==> config.mk <==
export PLATFORM = sky130hd
export DESIGN_NAME = vol_ramp_ctrl
export DESIGN_NICKNAME = d
export VERILOG_FILES = /design/src/rtl/vr_pkg.sv /design/src/rtl/vr_step_timer.sv /design/src/rtl/vr_channel.sv /design/src/rtl/vol_ramp_ctrl.sv
export SDC_FILE = /design/constraint.sdc
export NUM_CORES = 1
export LEC_CHECK = 0
export ABC_AREA = 0
export BUFFER_PORTS_ARGS = -buffer_cell sky130_fd_sc_hd__buf_2
export CAP_MARGIN = 0
export CORE_UTILIZATION = 29
export CTS_CLUSTER_SIZE = 28
export DETAILED_ROUTE_END_ITERATION = 8
export PLACE_DENSITY = 0.59
export SLEW_MARGIN = 40
export SYNTH_ARGS = -nofsm -noshare
export SYNTH_HDL_FRONTEND = slang
export SYNTH_SLANG_ARGS = --single-unit
==> constraint.sdc <==
create_clock -name clk -period 4.3 [get_ports clk]
set_clock_uncertainty 0.15 [all_clocks]
set_input_delay 0.645 -clock clk [delete_from_list [all_inputs] [get_ports clk]]
set_output_delay 0.645 -clock clk [all_outputs]
set_load 0.02 [all_outputs]
==> src/rtl/vr_pkg.sv <==
package vr_pkg;

    typedef enum logic [1:0] {
        RATE_1  = 2'd0,
        RATE_4  = 2'd1,
        RATE_16 = 2'd2,
        RATE_64 = 2'd3
    } rate_e;

    typedef enum logic [1:0] {
        CH_HOLD    = 2'd0,
        CH_ATTEN   = 2'd1,
        CH_RELEASE = 2'd2
    } ch_state_e;

    // strobes per step: 4**code
    function automatic logic [7:0] rate_interval(input logic [1:0] code);
        return 8'd1 << {code, 1'b0};
    endfunction

endpackage

==> src/rtl/vr_step_timer.sv <==
module vr_step_timer
    import vr_pkg::*;
#(
    parameter int CNT_W = 7
) (
    input  logic       clk,
    input  logic       rst_n,
    input  logic       sample_stb,
    input  logic [1:0] rate_sel,
    output logic       step_tick
);

    logic [CNT_W-1:0] cnt_q;
    logic [7:0]       interval;
    logic [7:0]       cnt_next;

    always_comb begin
        interval  = rate_interval(rate_sel);
        cnt_next  = 8'(cnt_q) + 8'd1;
        step_tick = sample_stb && (cnt_next >= interval);
    end

    always_ff @(posedge clk) begin
        if (!rst_n) begin
            cnt_q <= '0;
        end else if (step_tick) begin
            cnt_q <= '0;
        end else if (sample_stb) begin
            cnt_q <= CNT_W'(cnt_next);
        end
    end

    AST_TICK_NEEDS_STB: assert property (@(posedge clk) disable iff (!rst_n)
        step_tick |-> sample_stb);

    AST_CNT_BELOW_MAX: assert property (@(posedge clk) disable iff (!rst_n)
        8'(cnt_q) < 8'd64);

endmodule

==> src/rtl/vr_channel.sv <==
module vr_channel
    import vr_pkg::*;
#(
    parameter int TGT_W   = 8,
    parameter int FRAC_SH = 2,
    parameter int TGT_MAX = 254,
    parameter int CUR_W   = TGT_W + FRAC_SH
) (
    input  logic             clk,
    input  logic             rst_n,
    input  logic             step_tick,
    input  logic [TGT_W-1:0] tgt,
    input  logic             mute,
    output logic [CUR_W-1:0] cur,
    output logic             done
);

    localparam logic [TGT_W-1:0] TGT_LIM  = TGT_W'(TGT_MAX);
    localparam logic [CUR_W-1:0] MAX_CODE = CUR_W'(TGT_MAX << FRAC_SH);

    ch_state_e        state_q, state_d;
    logic [CUR_W-1:0] cur_q;
    logic [TGT_W-1:0] tgt_cl;
    logic [CUR_W-1:0] eff;

    always_comb begin
        tgt_cl = (tgt > TGT_LIM) ? TGT_LIM : tgt;
        eff    = mute ? MAX_CODE : (CUR_W'(tgt_cl) << FRAC_SH);
    end

    // transitions: to_atten / to_release / to_hold
    always_comb begin
        if (eff > cur_q) begin
            state_d = CH_ATTEN;
        end else if (eff < cur_q) begin
            state_d = CH_RELEASE;
        end else begin
            state_d = CH_HOLD;
        end
    end

    // state register
    always_ff @(posedge clk) begin
        if (!rst_n) begin
            state_q <= CH_HOLD;
        end else begin
            state_q <= state_d;
        end
    end

    // datapath and outputs
    always_ff @(posedge clk) begin
        if (!rst_n) begin
            cur_q <= '0;
        end else if (step_tick) begin
            unique case (state_d)
                CH_ATTEN:   cur_q <= cur_q + 1'b1;
                CH_RELEASE: cur_q <= cur_q - 1'b1;
                CH_HOLD:    cur_q <= cur_q;
                default:    cur_q <= cur_q;
            endcase
        end
    end

    always_comb begin
        cur  = cur_q;
        done = (state_d == CH_HOLD);
    end

    AST_UNIT_STEP: assert property (@(posedge clk) disable iff (!rst_n)
        ((cur_q >= $past(cur_q)) ? (cur_q - $past(cur_q)) : ($past(cur_q) - cur_q)) <= CUR_W'(1));

    AST_QUIET_NO_TICK: assert property (@(posedge clk) disable iff (!rst_n)
        !step_tick |=> $stable(cur_q));

    AST_NO_OVERFLOW: assert property (@(posedge clk) disable iff (!rst_n)
        cur_q <= MAX_CODE);

    AST_MUTE_RISES: assert property (@(posedge clk) disable iff (!rst_n)
        (mute && step_tick && cur_q < MAX_CODE) |=> (cur_q > $past(cur_q)));

    AST_HOLD_STAYS_DONE: assert property (@(posedge clk) disable iff (!rst_n)
        ($past(rst_n) && state_q == CH_HOLD && $stable(eff)) |-> done);

endmodule

==> src/rtl/vol_ramp_ctrl.sv <==
module vol_ramp_ctrl
    import vr_pkg::*;
#(
    parameter int NCH     = 6,
    parameter int TGT_W   = 8,
    parameter int FRAC_SH = 2,
    parameter int TGT_MAX = 254
) (
    input  logic                         clk,
    input  logic                         rst_n,
    input  logic                         sample_stb,
    input  logic [1:0]                   rate_sel,
    input  logic [NCH*TGT_W-1:0]         tgt_att,
    input  logic [NCH-1:0]               mute,
    output logic [NCH*(TGT_W+FRAC_SH)-1:0] cur_att,
    output logic [NCH-1:0]               ramp_done
);

    localparam int CUR_W = TGT_W + FRAC_SH;

    logic step_tick;

    vr_step_timer #(.CNT_W(7)) u_timer (
        .clk       (clk),
        .rst_n     (rst_n),
        .sample_stb(sample_stb),
        .rate_sel  (rate_sel),
        .step_tick (step_tick)
    );

    for (genvar c = 0; c < NCH; c++) begin : g_ch
        vr_channel #(
            .TGT_W  (TGT_W),
            .FRAC_SH(FRAC_SH),
            .TGT_MAX(TGT_MAX),
            .CUR_W  (CUR_W)
        ) u_ch (
            .clk      (clk),
            .rst_n    (rst_n),
            .step_tick(step_tick),
            .tgt      (tgt_att[c*TGT_W +: TGT_W]),
            .mute     (mute[c]),
            .cur      (cur_att[c*CUR_W +: CUR_W]),
            .done     (ramp_done[c])
        );
    end

    AST_MUTE_DONE_AT_MAX: assert property (@(posedge clk) disable iff (!rst_n)
        (mute[0] && ramp_done[0]) |-> (cur_att[CUR_W-1:0] == CUR_W'(TGT_MAX << FRAC_SH)));

endmodule

==> flow_summary.ini <==
[run_status]
outcome = completed

[global_route]
grt_max_degree = 56
globalRouteOverflowTotal = 0
grt_pass1_vias = 5999
grt_pass1_wl_um = 27800
grt.total_usage = 0.141
grt_antenna_before_repair = 0

[setup_path]
crit_arrival_ns = 3.93
max_stage_delay_ns = 0.40
path_cells = buf_2 > or2_2 > ha_1 > and3_1 > o311a_1 > a211oi_2 > buf_4 > ha_1 > o21ai_0 > o211ai_1 > a41oi_1 > xor2_1 > or4_1 > a21oi_1
cp-start-kind = input port
cpMaxStageDelayCell = or4_1
worstSetupPathType = input port to flip-flop
cpLargestDelayFamily = compound AO/OA/AOI/OAI gates
cp_common_cell = ha_1
end_kind = flip-flop
cp.required_ns = 4.41
worstPathBufferInverterCount = 2
crit_fanout = 8

[clock_tree]
cts_sinks = 67
cts_buffers = 9
hold_buffers = 0
insertion_delay_ns = 0.33
cts_resized = 0
post_cts_buffers = 0
htreeDepth = 3
cts-root-buf = clkbuf_16
cts_tree = built
path_clk_slew_ns = 0.05
cts_buffer_depth = 2

[worst_hold_path]
hp-class = flip-flop to flip-flop

[yosys]
synth_top_area_cell = dfxtp_1
synth_seq_area_share = 0.200
synth_most_common_cell = ha_1
syn-cell-area_mm2 = 0.00671
ys_types = 54
ys_ff_latch = 67
yosysTopAreaCellShare = 0.200
synthTopCellsByCount = ha_1 (101), inv_1 (87), a21oi_1 (79)
synth-edff-count = 0
avgSynthCellArea_um2 = 7.81
syn-num-nets = 1024
async_flop_share = 0
netlist_instances = 858
ys.flop_type = dfxtp_1
synth_area_leaders = dfxtp_1 (20%), ha_1 (19%), a21oi_1 (5.9%)
ys_warn_count = 0

[power]
leakagePower_nw = 3.48
peakVddDrop_uv = 194
power_density_mw_per_mm2 = 260
power_mw = 2.06

[timing]
tightestPinTransition_ns = 0.671
max_freq_mhz = 262
grt_setup_unrepaired = no
post-route-period-util = 0.887
setup_viol = 0
maxSlewHeadroom = 0.549
finalWorstSetupSlack_ns = 0.488
hold_viol_final = 0
tns_ns = 0
slew_violations = 0
final.min_clock_period_ns = 3.81

[drt]
dr.first_iter.drc_count = 226
avgViaCountPerCell = 4.94
drc = 0
drtPass1Iterations = 4
avgRoutedWirePerCell_um = 12.8
drtAntennaViolNets = 0
vias = 6250
wirelength_um = 16100

[die]
dieArea_mm2 = 0.0237
start_util = 0.296
die_w_um = 154
placement_rows = 55
coreArea_mm2 = 0.0226
io_pins = 125
die_y_um = 154

[layout]
areaGrowthSynthToFinish_pct = 18.1
diodes = 0
nets = 1142
design_area_mm2 = 0.00792
drive_above_1_share = 0.215
final_util = 0.350

[placement]
numPortBuffers = 124
post-place-ws_ns = 0.157
place_hpwl_um = 12500
gp_congestion = 0.820
place_area_mm2 = 0.00762

[job]
maxCapViolCount = 0
cell usage in the layout (no fill, tap or decap), types with 7 or more instances in the layout:
cell type	Yosys	final
and2_1	7	7
o21ai_0	63	62
nor3b_1	7	7
xor2_1	23	23
o31ai_1	11	11
ha_1	101	101
or3_1	23	23
a211oi_1	20	19
a21o_1	12	12
buf_4	11	15
xnor2_1	27	27
dfxtp_1	67	67
a21oi_1	79	79
nand4_1	19	19
nor3_1	7	7
or2_2	47	47
clkbuf_16	0	9
nand3_1	23	23
mux2i_1	15	15
nor2_1	52	52
or4_1	10	10
buf_2	4	124
inv_1	87	86
nand2_1	41	41
nor2b_1	10	10
metal layers:
| metal | share of wire | GRT usage | vias to the layer above |
|---|---|---|---|
| met5 | 0 | 0 | - |
| met4 | 0.010 | 0.0362 | 0 |
| met3 | 0.034 | 0.0262 | 11 |
| met2 | 0.46 | 0.244 | 109 |
| met1 | 0.49 | 0.179 | 2818 |
| li1 | - | - | 3312 |
report_power, final:
| part | switching [mW] | internal (mW) |
|---|---|---|
| sequential | 0.0505 | 0.657 |
| combinational | 0.341 | 0.268 |
| clock | 0.269 | 0.477 |
registers in the layout, indices dropped and copies added, names as in the netlist:
register,count
g_ch.u_ch.cur,60
u_timer.cnt_q,7
metrics by stage:
stage	hold WS (ns)	std cells
2_1_floorplan	0.388	858
3_3_place_gp	0.340	1250
3_5_place_dp	0.349	1250
4_1_cts	0.360	1265
5_1_grt	0.384	1265
6_report	0.358	1265
worst register-to-register path, delay by kind of cell (launching register included):
family | cells | cell delay (ns)
flip-flops | 1 | 0.39
AO/OA/AOI/OAI | 6 | 1.40
adder cells (fa/ha/maj) | 2 | 0.58
AND/OR/NAND/NOR | 2 | 0.57
buffers and inverters | 2 | 0.27
XOR/XNOR | 1 | 0.10
final timing paths:
path	startpoint	to	slack [ns]	depth (start not counted)
worst max-delay path	mute[3]	g_ch[3].u_ch.cur[9]$_SDFFE_PN0P_	0.49	14
worst min-delay path	g_ch[0].u_ch.cur[9]$_SDFFE_PN0P_	g_ch[0].u_ch.cur[9]$_SDFFE_PN0P_	0.36	2
worst max register to register	g_ch[3].u_ch.cur[4]$_SDFFE_PN0P_	g_ch[3].u_ch.cur[9]$_SDFFE_PN0P_	0.76	13
worst min register to register	g_ch[0].u_ch.cur[9]$_SDFFE_PN0P_	g_ch[0].u_ch.cur[9]$_SDFFE_PN0P_	0.36	2
logic make-up (layout without fill, tap and decap cells):
logic type	after synthesis	count (layout)	share of synthesized area
AND/OR/NAND/NOR	271	271	0.219
flip-flops	67	67	0.200
AO/OA/AOI/OAI	227	227	0.205
adder cells (fa/ha/maj)	107	107	0.206
XOR/XNOR	50	50	0.0653
multiplexers	17	17	0.0258
buffers and inverters	119	241	0.0780
area by class of cell:
| class | instances | area [µm²] |
|---|---|---|
| clock buffers | 13 | 260 |
| clock inverters | 2 | 35.0 |
| fillers | 2356 | 14700 |
| inverters | 87 | 327 |
| multi-input cells | 672 | 4860 |
| flip-flops and latches | 67 | 1340 |
| well taps | 285 | 357 |
| repair buffers | 139 | 733 |
(Power assumes the default switching activity.)
